`src/rtl/dsi_ta_pkg.sv`:
```
package dsi_ta_pkg;

   typedef enum logic [2:0] {
      TA_IDLE = 3'd0,
      TA_HOLD = 3'd1,
      TA_BTA  = 3'd2,
      TA_RX   = 3'd3,
      TA_DONE = 3'd4
   } ta_state_e;

   localparam int DTYPE_W = 6;
   localparam int CMD_W   = 8;

   // packet types that expect a response from the peripheral
   localparam logic [DTYPE_W-1:0] DT_GRD_P0  = 6'h04;
   localparam logic [DTYPE_W-1:0] DT_GRD_P1  = 6'h14;
   localparam logic [DTYPE_W-1:0] DT_GRD_P2  = 6'h24;
   localparam logic [DTYPE_W-1:0] DT_DCS_RD  = 6'h06;
   // short command write carrying one parameter
   localparam logic [DTYPE_W-1:0] DT_DCS_WP  = 6'h15;
   localparam logic [CMD_W-1:0]   CMD_TEAR_ON = 8'h35;

endpackage

```
`src/rtl/dsi_ta_trigger.sv`:
```
module dsi_ta_trigger
   import dsi_ta_pkg::*;
#(
   parameter bit TEAR_EN = 1'b1
) (
   input  logic [DTYPE_W-1:0] dtype,
   input  logic [CMD_W-1:0]   cmd,
   output logic               fire
);

   logic is_read;
   logic is_tear;

   assign is_read = (dtype == DT_GRD_P0) || (dtype == DT_GRD_P1) ||
                    (dtype == DT_GRD_P2) || (dtype == DT_DCS_RD);

   generate
      if (TEAR_EN) begin : g_tear
         assign is_tear = (dtype == DT_DCS_WP) && (cmd == CMD_TEAR_ON);
      end else begin : g_no_tear
         logic unused_cmd;
         assign unused_cmd = ^cmd;
         assign is_tear    = 1'b0;
      end
   endgenerate

   assign fire = is_read | is_tear;

endmodule

```
`src/rtl/dsi_ta_downcnt.sv`:
```
module dsi_ta_downcnt #(
   parameter int W = 16
) (
   input  logic         clk,
   input  logic         rst_n,
   input  logic         load,
   input  logic [W-1:0] load_val,
   input  logic         dec,
   output logic         zero
);

   localparam logic [W-1:0] ONE = {{(W-1){1'b0}}, 1'b1};

   generate
      if (W < 1) begin : g_bad_width
         $error("dsi_ta_downcnt: W must be at least 1");
      end
   endgenerate

   logic [W-1:0] cnt;

   always_ff @(posedge clk or negedge rst_n) begin
      if (!rst_n) begin
         cnt <= '0;
      end else if (load) begin
         cnt <= load_val;
      end else if (dec && (cnt != '0)) begin
         cnt <= cnt - ONE;
      end
   end

   assign zero = (cnt == '0);

endmodule

```
`src/rtl/dsi_ta_fsm.sv`:
```
module dsi_ta_fsm
   import dsi_ta_pkg::*;
(
   input  logic clk,
   input  logic rst_n,
   input  logic start,
   input  logic esc_tick,
   input  logic rx_lpdt,
   input  logic rx_valid,
   input  logic err_clr,
   input  logic hold_zero,
   input  logic bta_zero,
   input  logic rx_zero,
   output logic ld_hold,
   output logic ld_bta,
   output logic ld_rx,
   output logic dec_hold,
   output logic dec_bta,
   output logic dec_rx,
   output logic bta_req,
   output logic ta_done,
   output logic err_bta_to,
   output logic err_rx_to
);

   ta_state_e st, nxt;
   logic      set_bta, set_rx;

   always_comb begin
      nxt      = st;
      ld_hold  = 1'b0;
      ld_bta   = 1'b0;
      ld_rx    = 1'b0;
      dec_hold = 1'b0;
      dec_bta  = 1'b0;
      dec_rx   = 1'b0;
      set_bta  = 1'b0;
      set_rx   = 1'b0;
      case (st)
         TA_IDLE: begin
            if (start) begin
               nxt     = TA_HOLD;
               ld_hold = 1'b1;
            end
         end
         TA_HOLD: begin
            if (hold_zero) begin
               nxt    = TA_BTA;
               ld_bta = 1'b1;
            end else begin
               dec_hold = esc_tick;
            end
         end
         TA_BTA: begin
            if (rx_lpdt) begin
               nxt   = TA_RX;
               ld_rx = 1'b1;
            end else if (esc_tick) begin
               if (bta_zero) begin
                  nxt     = TA_IDLE;
                  set_bta = 1'b1;
               end else begin
                  dec_bta = 1'b1;
               end
            end
         end
         TA_RX: begin
            if (rx_valid) begin
               nxt = TA_DONE;
            end else if (esc_tick) begin
               if (rx_zero) begin
                  nxt    = TA_IDLE;
                  set_rx = 1'b1;
               end else begin
                  dec_rx = 1'b1;
               end
            end
         end
         TA_DONE: nxt = TA_IDLE;
         default: nxt = TA_IDLE;
      endcase
   end

   always_ff @(posedge clk or negedge rst_n) begin
      if (!rst_n) begin
         st         <= TA_IDLE;
         err_bta_to <= 1'b0;
         err_rx_to  <= 1'b0;
      end else begin
         st         <= nxt;
         err_bta_to <= set_bta | (err_bta_to & ~err_clr);
         err_rx_to  <= set_rx  | (err_rx_to  & ~err_clr);
      end
   end

   assign bta_req = (st == TA_BTA);
   assign ta_done = (st == TA_DONE);

endmodule

```
`src/rtl/dsi_turnaround_ctrl.sv`:
```
module dsi_turnaround_ctrl
   import dsi_ta_pkg::*;
#(
   parameter int HOLD_W  = 16,
   parameter int BTA_W   = 8,
   parameter int RXTO_W  = 16,
   parameter bit TEAR_EN = 1'b1
) (
   input  logic              clk,
   input  logic              rst_n,
   input  logic              pkt_sent,
   input  logic [5:0]        pkt_dtype,
   input  logic [7:0]        pkt_cmd,
   input  logic              esc_tick,
   input  logic              rx_lpdt,
   input  logic              rx_valid,
   input  logic [HOLD_W-1:0] hold_cnt_cfg,
   input  logic [BTA_W-1:0]  bta_to_cfg,
   input  logic [RXTO_W-1:0] rx_to_cfg,
   input  logic              err_clr,
   output logic              bta_req,
   output logic              ta_done,
   output logic              err_bta_to,
   output logic              err_rx_to
);

   generate
      if (HOLD_W < 1 || BTA_W < 1 || RXTO_W < 1) begin : g_bad_cfg
         $error("dsi_turnaround_ctrl: counter widths must be positive");
      end
   endgenerate

   logic fire, start;
   logic ld_hold, ld_bta, ld_rx;
   logic dec_hold, dec_bta, dec_rx;
   logic hold_zero, bta_zero, rx_zero;

   dsi_ta_trigger #(.TEAR_EN(TEAR_EN)) u_trig (
      .dtype (pkt_dtype),
      .cmd   (pkt_cmd),
      .fire  (fire)
   );

   assign start = pkt_sent & fire;

   dsi_ta_downcnt #(.W(HOLD_W)) u_hold_cnt (
      .clk      (clk),
      .rst_n    (rst_n),
      .load     (ld_hold),
      .load_val (hold_cnt_cfg),
      .dec      (dec_hold),
      .zero     (hold_zero)
   );

   dsi_ta_downcnt #(.W(BTA_W)) u_bta_cnt (
      .clk      (clk),
      .rst_n    (rst_n),
      .load     (ld_bta),
      .load_val (bta_to_cfg),
      .dec      (dec_bta),
      .zero     (bta_zero)
   );

   dsi_ta_downcnt #(.W(RXTO_W)) u_rx_cnt (
      .clk      (clk),
      .rst_n    (rst_n),
      .load     (ld_rx),
      .load_val (rx_to_cfg),
      .dec      (dec_rx),
      .zero     (rx_zero)
   );

   dsi_ta_fsm u_fsm (
      .clk        (clk),
      .rst_n      (rst_n),
      .start      (start),
      .esc_tick   (esc_tick),
      .rx_lpdt    (rx_lpdt),
      .rx_valid   (rx_valid),
      .err_clr    (err_clr),
      .hold_zero  (hold_zero),
      .bta_zero   (bta_zero),
      .rx_zero    (rx_zero),
      .ld_hold    (ld_hold),
      .ld_bta     (ld_bta),
      .ld_rx      (ld_rx),
      .dec_hold   (dec_hold),
      .dec_bta    (dec_bta),
      .dec_rx     (dec_rx),
      .bta_req    (bta_req),
      .ta_done    (ta_done),
      .err_bta_to (err_bta_to),
      .err_rx_to  (err_rx_to)
   );

endmodule

```
`config.mk`:
```
export PLATFORM = sky130hd
export DESIGN_NAME = dsi_turnaround_ctrl
export DESIGN_NICKNAME = d
export VERILOG_FILES = /design/src/rtl/dsi_ta_pkg.sv /design/src/rtl/dsi_ta_trigger.sv /design/src/rtl/dsi_ta_downcnt.sv /design/src/rtl/dsi_ta_fsm.sv /design/src/rtl/dsi_turnaround_ctrl.sv
export SDC_FILE = /design/constraint.sdc
export NUM_CORES = 1
export LEC_CHECK = 0
export BUFFER_PORTS_ARGS = -buffer_cell sky130_fd_sc_hd__buf_2
export CORE_MARGIN = 10
export CORE_UTILIZATION = 30
export DETAILED_ROUTE_END_ITERATION = 10
export HOLD_SLACK_MARGIN = 0.1
export PLACE_DENSITY_LB_ADDON = 0.05
export SYNTH_ARGS = -nofsm -noshare
export SYNTH_HDL_FRONTEND = slang
export SYNTH_HIERARCHICAL = 1
export SYNTH_SLANG_ARGS = --single-unit
```
`constraint.sdc`:
```
create_clock -name clk -period 3.9 [get_ports clk]
set_input_delay 0.39 -clock clk [delete_from_list [all_inputs] [get_ports clk]]
set_output_delay 0.39 -clock clk [all_outputs]
set_load 0.02 [all_outputs]
```
==> results of run 1 <==
==> placed cells by master (no fill, tap or decap), types with 11 or more instances in the layout <==
cell type and instances:
dfrtp_1 45, nor2_1 40, a31oi_1 14, o21ai_1 12, nor3_1 11, inv_1 17
a21oi_1 17, nand2_1 31, or4_1 13, buf_2 64, o21ai_0 13
==> flip-flops by register name, summed over array words and instances, names as in the netlist <==
name,flops
u_hold_cnt/cnt,16
u_rx_cnt/cnt,16
u_bta_cnt/cnt,8
u_fsm/st,3
u_fsm/err_bta_to,1
u_fsm/err_rx_to,1
==> kinds of logic (layout without fill, tap and decap cells) <==
| family | after synthesis | count (layout) | share of synthesized area [%] |
|---|---|---|---|
| adder cells (fa/ha/maj) | 5 | 5 | 1.966 |
| AND/OR/NAND/NOR | 178 | 178 | 33.95 |
| AO/OA/AOI/OAI | 87 | 87 | 19.30 |
| buffers and inverters | 32 | 96 | 4.614 |
| XOR/XNOR | 2 | 2 | 0.5619 |
| multiplexers | 10 | 10 | 3.491 |
| flip-flops | 45 | 45 | 36.12 |
==> path summary, 6_finish.rpt <==
| path | startpoint | end | slack [ps] | cells past startpoint |
|---|---|---|---|---|
| max | u_hold_cnt/cnt[0] | u_bta_cnt/cnt[7] | 940 | 10 |
| min | rst_n | u_rx_cnt/cnt[11] | 190 | 2 |
| max reg2reg | u_hold_cnt/cnt[0] | u_bta_cnt/cnt[7] | 940 | 10 |
| min reg2reg | u_fsm/err_rx_to | u_fsm/err_rx_to | 540 | 2 |
| max in group asynchronous | rst_n | u_fsm/st[0] | 3290 | 2 |
| min in group clk | err_clr | u_fsm/err_rx_to | 280 | 2 |
==> where the power goes <==
group	internal, mW	switching, mW	total, mW
Combinational	0.418	0.473	0.891
Sequential	0.671	0.311	0.982
Clock	0.258	0.179	0.438
==> worst register-to-register path, stage by stage (launching register included) <==
cell and delay (ps):
dfrtp_1 400, inv_1 90, ha_1 200, nor4b_1 530, nand4_1 320, inv_1 170
and3_1 180, buf_4 200, clkinv_1 280, o311a_1 220, a221o_1 260
==> routing by layer <==
metal	routed length [µm]	up-vias	share of wire, %
li1	-	1485	-
met1	4446	1398	50
met2	3897	59	44
met3	386	7	4.4
met4	78	0	0.89
met5	0	-	0
==> synthesized netlist by cell type (all sizes together) (6+ instances only) <==
cell type	instances	share of area, %
dfrtp	45	36
nor2	40	4.8
a21oi	17	2.7
nor4b	6	2.2
inv	18	2.2
nand4	9	1.8
o21ai	25	4.0
mux2i	6	1.9
or4	13	3.1
or3	7	1.4
nor4	9	2.2
a31oi	14	2.8
o41ai	6	2.9
nand4b	6	1.7
nand2	31	3.7
and2	8	1.6
clkbuf	9	1.1
nor3	14	2.7
nor2b	7	1.4
nand3	8	1.3
==> through the flow <==
step / area (µm²) / total power, mW
final: 3711 / 2.310
after global placement: 3573 / 1.892
after global routing: 3711 / 2.530
after detailed placement: 3573 / 1.889
after floorplan: 3118 / 1.630
after CTS: 3711 / 2.344
==> cell type report <==
| class | instances | area (µm²) |
|---|---|---|
| Clock buffer | 5 | 68.82 |
| Timing Repair Buffer | 69 | 357.8 |
| Sequential cell | 45 | 1126 |
| Inverter | 19 | 71.32 |
| Fill cell | 1088 | 6520 |
| Tap cell | 136 | 170.2 |
| Multi-Input combinational cell | 282 | 1848 |
| Clock inverter | 3 | 68.82 |
==> results_dict.tcl, run 1 <==
set metrics [dict create \
    status "complete, no violations" \
    fin_crit_ps 2960 \
    crit_path_frequent_cell "inv_1" \
    max_cap_violations 0 \
    max_freq_mhz 337.8 \
    drc 0 \
    pre_cts_ws_ps 963.1 \
    cp_slowest_cell "nor4b_1" \
    ys_ff_latch 45 \
    drt_iter0_drc 119 \
    async_reset_ff_share_pct 100.0 \
    end_kind "flip-flop" \
    cts.clk_slew.worst_paths_ps 100 \
    numPortBuffers 64 \
    dpl.cell_count 551 \
    slowest_delay_ps 530 \
    setup_viol 0 \
    viasPerCell 5.275 \
    vias 2949 \
    cp.arrival_ps 3160 \
    io_pins 65 \
    final-hold-violation-count 0 \
    antenna_left 0 \
    dp_hpwl_mm 6.726 \
    worstSetupPathType "reg2reg" \
    grt_usage_pct 12.13 \
    cts_resized 0 \
    post_cts_buffers 0 \
    crit_fanout 14 \
    fin_worst_skew_ps 8.366 \
    grt_max_degree 46 \
    yosys_warnings 6 \
    netlist_area_um2 3118 \
    synth_edf_count 0 \
    crit_family "simple AND/OR/NAND/NOR gates" \
    fin_crit_sh_pct 75.91 \
    cts_hold_buf 0 \
    die_area_um2 14870 \
    synthCells 359 \
    rsz0062_at_grt "false" \
    cp.required_ps 4100 \
    stdcell_count 559 \
    final_util_pct 36.27 \
    syn_nets 424 \
    cts_tree "built" \
    tns_ps 0 \
    htreeDepth 2 \
    hold_class "in2async" \
    crit_path_start_kind "flip-flop" \
    nets 487 \
    clk_latency_ps 300 \
    area_growth_pct 19.02 \
    gp_congestion 0.7940 \
    crit_buf_inv 4 \
    use_met2_pct 18.88 \
    cts_root_buffer "clkbuf_8" \
    drive_above_1_share_pct 22.70 \
    power-per-cell-area_nw_per_um2 622.5 \
    rows 37 \
    cts_buffers 5 \
    core_um2 10230 \
    grtUsageMet3_pct 3.006 \
    leakage_nw 1.515 \
    grt_pass1_vias 3065 \
    wl_per_cell_um 15.76 \
    grt_pass1_wl_mm 15.03 \
    slew_violations 0 \
    antenna_found_initial 0 \
    postRouteWirelength_mm 8.808 \
    cts_sinks 45 \
    initial_core_util_pct 30.48 \
    setup_ws_ps 939.7 \
    worstPathCellList "inv_1, ha_1, nor4b_1, nand4_1, inv_1, and3_1, buf_4, clkinv_1, o311a_1, a221o_1" \
    diodes 0 \
    die_y_um 121.9 \
    die_w_um 121.9 \
    max_slew.worst_pin.slew_ps 694.2 \
    hold_ws_ps 188.0 \
    yosysSeqAreaShare_pct 36.12 \
    groute.layer.met1.usage_pct 16.52 \
    relSlewSlack_pct 53.29 \
    drtPass1Iterations 4 \
    gr-total-overflow 0 \
    postSynthAreaPerCell_um2 8.685 \
    cts_buffer_depth 2 \
    peakVddDrop_v 0.0002860 \
    synthFlopType "dfrtp_1" \
    ys_types 61 \
    grt.busiest_layer "met2" \
]
Note: power is estimated with default switching activity, not from simulation.
==> run 2: changes to the inputs <==
--- a/config.mk
+++ b/config.mk
@@ -5,6 +5,7 @@
 export SDC_FILE = /design/constraint.sdc
 export NUM_CORES = 1
 export LEC_CHECK = 0
+export ABC_AREA = 1
 export BUFFER_PORTS_ARGS = -buffer_cell sky130_fd_sc_hd__buf_2
 export CORE_MARGIN = 10
 export CORE_UTILIZATION = 30
==> constraint.sdc (replaced) <==
create_clock -name clk -period 2.8 [get_ports clk]
set_input_delay 0.28 -clock clk [delete_from_list [all_inputs] [get_ports clk]]
set_output_delay 0.28 -clock clk [all_outputs]
set_load 0.02 [all_outputs]
==> run 2 against run 1 <==
Register-to-register slack got worse by 680 ps; die area up 13%; first-iteration DRC count is 42% higher; sequential cell count did not move; area after synthesis rose by 16%; largest power group is now combinational logic.
==> results_dict.tcl, run 2 <==
set metrics [dict create \
    status "complete, no violations" \
    post_cts_buffers 0 \
    netlist_area_um2 3606 \
    postSynthAreaPerCell_um2 6.665 \
    reg2reg_depth 14 \
    drt_iter0_drc 169 \
    cts_root_buffer "clkbuf_16" \
    peakVddDrop_v 0.0003402 \
    initial_core_util_pct 31.05 \
    stdcell_count 748 \
    core_um2 11610 \
    grt_pass1_wl_mm 16.43 \
    nets 670 \
    synthTopCellsByCount "160 x nand2_1, 71 x nor2_1, 67 x nand3_1, 52 x inv_1, 45 x dfrtp_1" \
    async_reset_ff_share_pct 100.0 \
    layout_commonest_cell "nand2_1" \
    critPathLaunch "u_rx_cnt/cnt[0]" \
    ff2ff_setup_slack_ps 260 \
    reg_top3 "u_hold_cnt/cnt (16), u_rx_cnt/cnt (16), u_bta_cnt/cnt (8)" \
    cts_resized 0 \
    diodes 0 \
    power_mw 3.790 \
    viasPerCell 4.603 \
    relSlewSlack_pct 68.81 \
    htreeDepth 2 \
    syn_nets 606 \
    ys_ff_latch 45 \
    yosysSeqAreaShare_pct 31.23 \
    p_switching_mw 1.769 \
    synth_area_leaders "dfrtp_1 31%, nand2_1 17%, nand3_1 9.3%" \
    synth_edf_count 0 \
    yosysTopAreaCell "dfrtp_1" \
    max_freq_mhz 394.0 \
    setup_ws_ps 262.0 \
    gp_congestion 0.7651 \
    yosys_warnings 6 \
    synth.most_common_cell "nand2_1" \
    cts_hold_buf 1 \
    seq_power_share_pct 33.2 \
    cts_sinks 45 \
    die_y_um 129.6 \
    rsz0062_at_grt "false" \
    gr-total-overflow 0 \
    die_area_um2 16810 \
    dp_hpwl_mm 7.615 \
    final_util_pct 36.45 \
    cts.clk_slew.worst_paths_ps 70 \
    end_kind "flip-flop" \
    r2r_start "u_rx_cnt/cnt[0]" \
    numPortBuffers 64 \
    wl_per_cell_um 13.02 \
    worstSetupPathType "reg2reg" \
    hold_start "err_clr" \
    pre_cts_ws_ps 246.9 \
    max_cap_violations 0 \
    antenna_left 0 \
    cts_tree "built" \
    grt_usage_pct 11.93 \
    power-per-cell-area_nw_per_um2 895.4 \
    cts_buffers 5 \
    crit_path_start_kind "flip-flop" \
    drive_above_1_share_pct 26.61 \
    grt_max_degree 30 \
    crit_fanout 14 \
    dpl.cell_count 740 \
    drc 0 \
    slew_violations 0 \
    swShare_pct 46.66 \
    fin_crit_ps 2538 \
    setup_viol 0 \
    cp.required_ps 2980 \
    area_growth_pct 17.38 \
    rows 39 \
    synthFlopType "dfrtp_1" \
    drtPass1Iterations 4 \
    io_pins 65 \
    fin_crit_sh_pct 90.64 \
    p_int_mw 2.022 \
    max_slew.worst_pin.slew_ps 467.2 \
    fin_worst_skew_ps 5.934 \
    grt_pass1_vias 3459 \
    clk_latency_ps 290 \
    antenna_found_initial 0 \
    synthDominantCellAreaShare_pct 31.23 \
    synthCells 541 \
    most-common-layout-cells "160 x nand2_1, 71 x nor2_1, 67 x nand3_1" \
    cts_buffer_depth 2 \
    clkPwrFrac_pct 18.0 \
    hold_class "in2reg" \
    final-hold-violation-count 0 \
    cp.arrival_ps 2720 \
    vias 3443 \
    leakage_nw 2.123 \
    pwr-share-comb_pct 48.8 \
    tns_ps 0 \
    postRouteWirelength_mm 9.739 \
    die_w_um 129.6 \
    ys_types 34 \
    whs_path_depth 2 \
]
==> run 2: cell count changes after synthesis, sizes merged, moves of 11 or more <==
| cell | before | now |
|---|---|---|
| or4 | 13 | 0 |
| a31oi | 14 | 0 |
| nor3 | 14 | 3 |
| nand3 | 8 | 79 |
| nor2 | 40 | 95 |
| nand2 | 31 | 176 |
| inv | 18 | 62 |
==> run 2: through the flow <==
step / hold slack (ps) / area [µm²]
floorplan: -15.59 / 3606
global placement: 259.3 / 4063
detailed placement: 240.2 / 4063
CTS: 177.8 / 4233
global route: 181.2 / 4233
finish: 182.9 / 4233
==> run 2: routing by layer <==
layer	vias to the layer above	track usage, %	wire length, µm
li1	1824	-	-
met1	1560	14.45	4449
met2	51	20.88	4766
met3	8	2.732	434
met4	0	2.976	89
met5	-	0	0
==> run 2: final timing paths <==
check                                    to
setup reg to reg            u_rx_cnt/cnt[2]
hold reg to reg            u_fsm/err_bta_to
max in group asynchronous       u_fsm/st[1]
hold / removal              u_fsm/err_rx_to
min in group asynchronous  u_bta_cnt/cnt[4]
setup / recovery            u_rx_cnt/cnt[2]
==> run 2: final cells by class <==
cell class              instances  area (µm²)
repair buffers                 69       360.3
multi-input cells             421        2170
fillers                      1303        7381
clock inverters                 2       35.03
well taps                     143       178.9
inverters                      63       237.7
flip-flops and latches         45        1126
clock buffers                   5       125.1
==> run 2: cells by family after synthesis <==
logic type | share of synthesized area, %
AOI/OAI and AO/OA | 6.315
xor gates and xnor gates | 3.158
adders and majority gates | 1.388
buffers and inverters | 8.779
DFF | 31.23
and+or+nand+nor | 49.13
==> run 2: power groups by stage <==
stage,registers (mW),clock network (mW),logic [mW]
after global placement,1.27,0,1.87
after global routing,1.31,0.735,2.14
final,1.26,0.683,1.85
after floorplan,1.16,0,1.56
after detailed placement,1.27,0,1.87
after CTS,1.26,0.710,1.88
==> run 2: critical path, cell delays in order (launching register included) <==
cell and delay (ps):
dfrtp_1 380, inv_1 120, ha_1 250, inv_1 70, nor2_2 140, nand3_1 150
nor2_2 150, nand2_1 100, nor4_2 230, or2_2 180, nor3_1 70, nand2_4 190
nand2_4 180, nor2_1 170, a21oi_2 40
